`src/rtl/la_pkg.sv`:
```
package la_pkg;
  localparam int NLOC    = 5;
  localparam int LW      = $clog2(NLOC);
  localparam int LOC_LSB = 12;
  localparam int LOC_FW  = 3;
  localparam int ADDR_W  = LOC_LSB + LOC_FW;

  // ownership register bit positions
  localparam int B_REQ   = 1;
  localparam int B_PEND  = 2;
  localparam int B_SEIZE = 3;
  localparam int B_BEEN  = 4;
  localparam int B_ACT   = 5;
  localparam int B_VALID = 7;

  localparam logic [7:0] HELD_NONE = 8'hFF;

  typedef struct packed {
    logic [NLOC-1:0] req;
    logic [NLOC-1:0] seize;
    logic [NLOC-1:0] been;
    logic            own_v;
    logic [LW-1:0]   own;
  } arb_t;

  // {found, index} of the highest set bit
  function automatic logic [LW:0] top_req(input logic [NLOC-1:0] v);
    logic [LW:0] r;
    r = '0;
    for (int i = 0; i < NLOC; i++)
      if (v[i]) r = {1'b1, LW'(i)};
    return r;
  endfunction

  function automatic logic seize_above(input logic [NLOC-1:0] s, input logic [LW-1:0] l);
    logic r;
    r = 1'b0;
    for (int i = 0; i < NLOC; i++)
      if (i > int'(l) && s[i]) r = 1'b1;
    return r;
  endfunction

  function automatic logic [NLOC-1:0] below_mask(input logic [LW-1:0] l);
    logic [NLOC-1:0] m;
    for (int i = 0; i < NLOC; i++) m[i] = (i < int'(l));
    return m;
  endfunction

  function automatic logic [7:0] acc_image(input arb_t s, input logic [LW-1:0] l);
    logic [7:0]      img;
    logic [NLOC-1:0] others;
    others = s.req;
    others[l] = 1'b0;
    img = '0;
    img[B_VALID] = 1'b1;
    img[B_ACT]   = s.own_v && (s.own == l);
    img[B_BEEN]  = s.been[l];
    img[B_PEND]  = |others;
    img[B_REQ]   = s.req[l];
    return img;
  endfunction

  // apply an ownership change to nv/n (nv=0: nobody)
  function automatic arb_t switch_owner(input arb_t s, input logic nv,
                                        input logic [LW-1:0] n, output logic irq);
    arb_t r;
    logic change;
    logic forced;
    r = s;
    change = (nv != s.own_v) || (nv && (n != s.own));
    if (change && s.own_v) begin
      forced = nv && s.seize[n];
      if (forced) r.been[s.own] = 1'b1;
      else        r.req[s.own]  = 1'b0;
    end
    r.own_v = nv;
    r.own   = nv ? n : '0;
    if (nv) begin
      r.req[n]   = 1'b0;
      r.seize[n] = 1'b0;
    end
    irq = change && nv;
    return r;
  endfunction
endpackage

```
`src/rtl/la_decode.sv`:
```
module la_decode
  import la_pkg::*;
#(
  parameter int BLOCKED_LOC = 4
) (
  input  logic [ADDR_W-1:0] addr,
  output logic [LW-1:0]     loc,
  output logic              loc_ok,
  output logic              acc_hit,
  output logic              wr_ok
);
  localparam logic [LOC_FW-1:0] NLOC_F = LOC_FW'(NLOC);
  localparam logic [LOC_FW-1:0] BLK_F  = LOC_FW'(BLOCKED_LOC);

  logic [LOC_FW-1:0] field;

  assign field   = addr[ADDR_W-1:LOC_LSB];
  assign loc     = field[LW-1:0];
  assign loc_ok  = field < NLOC_F;
  assign acc_hit = addr[LOC_LSB-1:0] == '0;
  assign wr_ok   = loc_ok && (field != BLK_F);
endmodule

```
`src/rtl/la_handover.sv`:
```
module la_handover
  import la_pkg::*;
(
  input  logic          clk,
  input  logic          rst_n,
  input  logic          arm,
  input  logic [LW-1:0] arm_idx,
  input  logic          drop,
  output logic          waiting,
  output logic [LW-1:0] held_idx,
  output logic          cancel_req
);
  logic [7:0] held;

  always_ff @(posedge clk) begin
    if (!rst_n) begin
      held       <= HELD_NONE;
      cancel_req <= 1'b0;
    end else begin
      cancel_req <= arm;
      if (arm)       held <= 8'(arm_idx);
      else if (drop) held <= HELD_NONE;
    end
  end

  assign waiting  = held != HELD_NONE;
  assign held_idx = held[LW-1:0];

  a_r11_cancel_follows_arm: assert property (@(posedge clk) disable iff (!rst_n)
    arm |=> cancel_req);
  a_r11_held_in_range: assert property (@(posedge clk) disable iff (!rst_n)
    waiting |-> (held < 8'(NLOC)));
endmodule

```
`src/rtl/la_readback.sv`:
```
module la_readback
  import la_pkg::*;
(
  input  logic          clk,
  input  logic          rst_n,
  input  logic          rd_en,
  input  logic          loc_ok,
  input  logic          acc_hit,
  input  logic [LW-1:0] loc,
  input  arb_t          st,
  output logic [7:0]    rdata
);
  always_ff @(posedge clk) begin
    if (!rst_n)     rdata <= '0;
    else if (rd_en) rdata <= (loc_ok && acc_hit) ? acc_image(st, loc) : 8'h00;
  end

  a_r3_valid_bit_on_read: assert property (@(posedge clk) disable iff (!rst_n)
    (rd_en && loc_ok && acc_hit) |=> rdata[B_VALID]);
  a_r2_other_offset_zero: assert property (@(posedge clk) disable iff (!rst_n)
    (rd_en && !acc_hit) |=> (rdata == 8'h00));
endmodule

```
`src/rtl/loc_arbiter.sv`:
```
module loc_arbiter
  import la_pkg::*;
(
  input  logic              clk,
  input  logic              rst_n,
  input  logic              bus_wr,
  input  logic              bus_rd,
  input  logic [ADDR_W-1:0] bus_addr,
  input  logic [7:0]        bus_wdata,
  output logic [7:0]        bus_rdata,
  input  logic              exec_busy,
  input  logic              exec_done,
  output logic              exec_cancel,
  output logic              owner_valid,
  output logic [LW-1:0]     owner_idx,
  output logic              owner_chg_irq
);
  arb_t st, st_n;
  logic [$bits(arb_t)-1:0] st_bits;

  logic [LW-1:0] d_loc;
  logic          d_ok, d_acc, d_wok;
  logic          wr_hit;
  logic          waiting;
  logic [LW-1:0] held_idx;
  logic          done_fire;
  logic          ho;
  logic [LW-1:0] ho_idx;
  logic          arm, drop;
  logic          irq_n;

  la_decode #(.BLOCKED_LOC(4)) u_dec (
    .addr(bus_addr), .loc(d_loc), .loc_ok(d_ok), .acc_hit(d_acc), .wr_ok(d_wok)
  );

  assign wr_hit    = bus_wr && d_wok && d_acc;
  assign done_fire = waiting && exec_done;

  always_comb begin
    arb_t          s;
    logic [7:0]    v;
    logic          i_a, i_b, i_c;
    logic          set_new;
    logic          tv;
    logic [LW-1:0] tgt;
    logic [LW:0]   hr;
    s = st;
    i_a = 1'b0; i_b = 1'b0; i_c = 1'b0;
    ho = 1'b0; ho_idx = '0;
    v = bus_wdata; set_new = 1'b1; tv = 1'b0; tgt = '0; hr = '0;
    // a completed execution finishes the recorded handover first
    if (done_fire) s = switch_owner(s, 1'b1, held_idx, i_a);
    if (wr_hit) begin
      if (v[B_SEIZE]) begin
        v[B_REQ] = 1'b0;
        v[B_ACT] = 1'b0;
      end
      tv  = s.own_v;
      tgt = s.own;
      if (v[B_ACT]) begin
        if (s.own_v && s.own == d_loc) begin
          hr = top_req(s.req);
          if (hr[LW]) begin
            set_new = 1'b0;
            ho      = 1'b1;
            ho_idx  = hr[LW-1:0];
          end else begin
            tv = 1'b0;
          end
        end else begin
          s.req[d_loc] = 1'b0;
        end
      end
      if (v[B_BEEN]) s.been[d_loc] = 1'b0;
      if (v[B_SEIZE]) begin
        if ((!s.own_v || d_loc > s.own) && !s.seize[d_loc] &&
            !seize_above(s.seize, d_loc)) begin
          s.seize        = s.seize & ~below_mask(d_loc);
          s.seize[d_loc] = 1'b1;
          set_new        = 1'b0;
          ho             = 1'b1;
          ho_idx         = d_loc;
        end
      end
      if (v[B_REQ] && !(s.own_v && s.own == d_loc)) begin
        if (s.own_v) s.req[d_loc] = 1'b1;
        else begin
          tv  = 1'b1;
          tgt = d_loc;
        end
      end
      if (set_new) s = switch_owner(s, tv, tgt, i_b);
      if (ho && !exec_busy) s = switch_owner(s, 1'b1, ho_idx, i_c);
    end
    st_n  = s;
    irq_n = i_a | i_b | i_c;
  end

  assign arm  = ho && exec_busy;
  assign drop = done_fire || (ho && !exec_busy);

  la_handover u_ho (
    .clk(clk), .rst_n(rst_n), .arm(arm), .arm_idx(ho_idx), .drop(drop),
    .waiting(waiting), .held_idx(held_idx), .cancel_req(exec_cancel)
  );

  la_readback u_rb (
    .clk(clk), .rst_n(rst_n), .rd_en(bus_rd), .loc_ok(d_ok), .acc_hit(d_acc),
    .loc(d_loc), .st(st), .rdata(bus_rdata)
  );

  always_ff @(posedge clk) begin
    if (!rst_n) begin
      st            <= '0;
      owner_chg_irq <= 1'b0;
    end else begin
      st            <= st_n;
      owner_chg_irq <= irq_n;
    end
  end

  assign owner_valid = st.own_v;
  assign owner_idx   = st.own;
  assign st_bits     = st;

  a_r10_owner_clean: assert property (@(posedge clk) disable iff (!rst_n)
    owner_valid |-> (!st.req[owner_idx] && !st.seize[owner_idx]));
  a_r8_single_seize: assert property (@(posedge clk) disable iff (!rst_n)
    $onehot0(st.seize));
  a_r10_irq_has_owner: assert property (@(posedge clk) disable iff (!rst_n)
    owner_chg_irq |-> owner_valid);
  a_r10_irq_on_change: assert property (@(posedge clk) disable iff (!rst_n)
    owner_chg_irq |-> (!$past(owner_valid) || owner_idx != $past(owner_idx)));
  a_r2_loc4_write_ignored: assert property (@(posedge clk) disable iff (!rst_n)
    (bus_wr && bus_addr[ADDR_W-1:LOC_LSB] == 3'd4 && !done_fire) |=> $stable(st_bits));
  a_r11_hold_while_waiting: assert property (@(posedge clk) disable iff (!rst_n)
    (waiting && !exec_done && !bus_wr) |=> ($stable(owner_valid) && $stable(owner_idx)));
endmodule

```
`config.mk`:
```
export PLATFORM = sky130hd
export DESIGN_NAME = loc_arbiter
export DESIGN_NICKNAME = d
export VERILOG_FILES = /design/src/rtl/la_pkg.sv /design/src/rtl/la_decode.sv /design/src/rtl/la_handover.sv /design/src/rtl/la_readback.sv /design/src/rtl/loc_arbiter.sv
export SDC_FILE = /design/constraint.sdc
export NUM_CORES = 1
export LEC_CHECK = 0
export ABC_CLOCK_PERIOD_IN_PS = 3500
export BUFFER_PORTS_ARGS = -buffer_cell sky130_fd_sc_hd__buf_2
export CORE_AREA = 2 2 83 77
export DETAILED_ROUTE_END_ITERATION = 16
export DIE_AREA = 0 0 85 79
export GPL_TIMING_DRIVEN = 0
export PLACE_DENSITY_LB_ADDON = 0.3
export SYNTH_ARGS = -nofsm -noshare
export SYNTH_HDL_FRONTEND = slang
export SYNTH_SLANG_ARGS = --single-unit
```
`constraint.sdc`:
```
create_clock -name clk -period 3.5 [get_ports clk]
set_input_delay 0.7 -clock clk [delete_from_list [all_inputs] [get_ports clk]]
set_output_delay 0.7 -clock clk [all_outputs]
set_load 0.03 [all_outputs]
```
==> reports/results.ini <==
[power_and_ir_drop]
ir_drop_mv = 0.1989
leakagePower_nw = 1.425
power.density_cell_area_nw_per_um2 = 208.3

[floorplan]
floorplan.die.width_um = 85
floorplan.initialDensity_pct = 51.32
top_level_pins = 43
rows = 27
die-area_um2 = 6715
floorplan.core_area_um2 = 5912
die_height_um = 79

[place]
place_congestion = 1.001
port_buffers = 34
hpwlAfterDp_um = 8668
numPlacedInstances = 510
preCtsSetupSlack_ns = -0.8953
post_dp_cell_area_um2 = 3302

[route]
via_count = 3734
totalWireLength_um = 11780
drt_drc_violations_left = 0
routed_antenna_nets = 0
detail_route.vias_per_cell = 6.864
drtIter0Drc = 477
wire_per_inst_um = 21.66
drt-pass1-iter-count = 5

[timing]
finalSetupViolCount = 0
final_min_period_over_clock_period_pct = 98.22
period_minus_slack_ns = 3.438
fmaxAchievable_mhz = 290.9
slew_headroom_pct = 35.09
final_hold_viol_count = 0
worstMarginPinSlew_ns = 0.9672
final.setup.worst_slack_ns = 0.06236
slew_viol_final = 0
post_route_skew_ns = 0.008360

[worst_setup_path]
critPathCaptureType = register
timing.rr.start = owner_idx[0]
critical_path.reg2reg.endpoint = st[4]
worstRegToRegCells = 11
critPathArrivalTime_ns = 3.61
setup.worst_path.class = in -> reg
timing.critical_path.fanout_max = 7
cp_data_required_time_ns = 3.67
reg2reg_slack_ns = 0.07
crit_start_category = input pin

[cells_and_area]
nNetsFinal = 503
finalNonFillerCells = 544
flow.area_growth_from_synthesis_pct = 29.53
layout-drive-gt1-share_pct = 31.57
fin_area_um2 = 3930
antenna-diode-count = 0

[logic_synthesis]
ys_async_sr_fraction_pct = 0
netlist_top_cells_area = dfxtp_1, o211ai_1, nand2_1, nor2_1, a21oi_1
syn_inst = 402
top_cell_type_by_total_area_after_synthesis = dfxtp_1
yosysWarnings = 0
dominantRegCellSynth = dfxtp_1
synthDistinctLibCells = 78
sequential_area_share_after_synthesis_pct = 19.79
synth-seq-cells = 30
synth.avg_cell_area_um2 = 7.548
synthesis.area_um2 = 3034
synth.top_cell.area_share_pct = 19.79
synth-edff-count = 0

[clocking]
tritoncts_num_sinks = 30
clk_latency_ns = 0.29
tritoncts = yes
htree_levels = 2
cts-buffers-inserted = 5
hold_buffers = 0
cts_root_buf = clkbuf_8
clock_path_buffers = 2
clk_pin_slew_worst_paths_ns = 0.06

[global_routing]
via_count_of_the_first_global_routing_pass = 3270
grt_antenna_before_repair = 0
grt-ovfl-total = 0
track_usage_pct = 33.71
grt_max_degree = 11
wire_length_of_the_first_global_routing_pass_um = 17570

[min_path]
worst_hold_path_type = reg -> reg
timing.hold.worst_endpoint = u_rb.rdata[7]
holdCritStartpoint = u_rb.rdata[7]
hold_depth = 2

[job]
maxCapViolCount = 0

[status]
run_status = completed

==> critical path: stages <==
cell and delay (ns):
buf_6 0.12, buf_8 0.13, a21oi_4 0.17, a21oi_4 0.06, ha_4 0.28, nor2_2 0.05
o31ai_2 0.25, a21oi_2 0.12, o2111a_2 0.34, a22oi_2 0.22, buf_4 0.15, and2_4 0.15
o211ai_1 0.12, o21ai_1 0.21, a41oi_2 0.20, o31a_1 0.32
==> through the flow <==
| step | setup TNS, ns | hold slack [ns] | utilization, % | total power [W] |
|---|---|---|---|---|
| floorplan | 0 | 0.4334 | - | 0.0004425 |
| global placement | -12.08 | 0.4688 | 55.85 | 0.0004873 |
| detailed placement | -12.67 | 0.4713 | 55.85 | 0.0004886 |
| CTS | 0 | 0.4835 | 60.70 | 0.0007877 |
| global route | -0.1746 | 0.5290 | 66.48 | 0.0008404 |
| finish | 0 | 0.4826 | 66.48 | 0.0008186 |
==> per-layer routing <==
layer / share of wire [%] / up-vias / track usage (%)
met1: 41 / 1738 / 47.25
li1: - / 1682 / -
met4: 2.5 / 0 / 9.365
met3: 12 / 44 / 8.108
met5: 0 / - / 0
met2: 44 / 270 / 51.41
==> cell usage in the layout, fill, tap and decap left out, drive strengths merged, types with 10 or more instances in the layout <==
cell type | Yosys | final
a21oi | 23 | 23
and2 | 11 | 11
buf | 20 | 81
clkbuf | 9 | 16
dfxtp | 30 | 30
inv | 10 | 10
mux2i | 10 | 10
nand2 | 30 | 30
nand3 | 18 | 18
nor2 | 30 | 30
nor3 | 12 | 12
o211ai | 16 | 16
o21ai | 24 | 24
==> state kept, by name, indices dropped and copies added (netlist names) <==
| signal | cells |
|---|---|
| u_ho.cancel_req | 1 |
| owner_valid | 1 |
| u_ho.held | 4 |
| u_rb.rdata | 5 |
| st | 15 |
| owner_chg_irq | 1 |
| owner_idx | 3 |
==> final cells by class <==
cell class	instances	area, µm²
Inverter	10	37.54
Sequential cell	30	608.1
Buffer	29	182.7
Tap cell	72	90.09
Timing Repair Buffer	62	407.9
Fill cell	530	1982
Multi-Input combinational cell	335	2521
Clock buffer	6	82.58
==> cells by family (layout without fill, tap and decap cells) <==
family	count (synthesis)	after routing	share of synthesized area, %
AND/OR/NAND/NOR	161	161	29.44
AO/OA/AOI/OAI	151	151	37.73
buffers and inverters	39	107	6.350
flip-flops	30	30	19.79
multiplexers	13	13	4.412
XOR/XNOR	6	6	1.732
adder cells (fa/ha/maj)	1	1	0.4123
other	1	3	0.1236
==> worst max path at each step <==
stage	slack [ns]	startpoint	cells past startpoint	to
floorplan	0.07	exec_done	15	st[4]
global placement	-0.88	exec_done	16	st[17]
detailed placement	-0.90	exec_done	16	st[17]
CTS	0.02	exec_done	16	st[4]
global route	-0.05	u_ho.held[2]	16	owner_chg_irq
finish	0.06	exec_done	16	owner_chg_irq
==> synth_stat cells, drive strengths merged (6+ instances only) <==
master	number
xnor2	6
clkbuf	9
a21oi	23
a22oi	8
nand4	7
buf	20
o21ai	24
nor2	30
a31oi	8
o21a	8
mux2i	10
o22ai	7
nor3	12
nand2	30
a21boi	7
nor4	6
and2	11
o211ai	16
dfxtp	30
nand3	18
inv	10
nor2b	9
==> what timing repair did <==
action                     4_1_cts  5_1_grt
setup buffers                   12       15
pin swaps                       14       24
setup endpoints to repair       18       15
gates resized for setup         27       44
gates cloned                     0        1
==> report_power, final <==
group          internal [W]  leakage (nW)  switching (W)
combinational     0.0000755          1.14       0.000114
sequential         0.000340         0.241  0.00000000999
clock              0.000152        0.0431       0.000138
total              0.000567          1.42       0.000252
(Power assumes the default switching activity.)
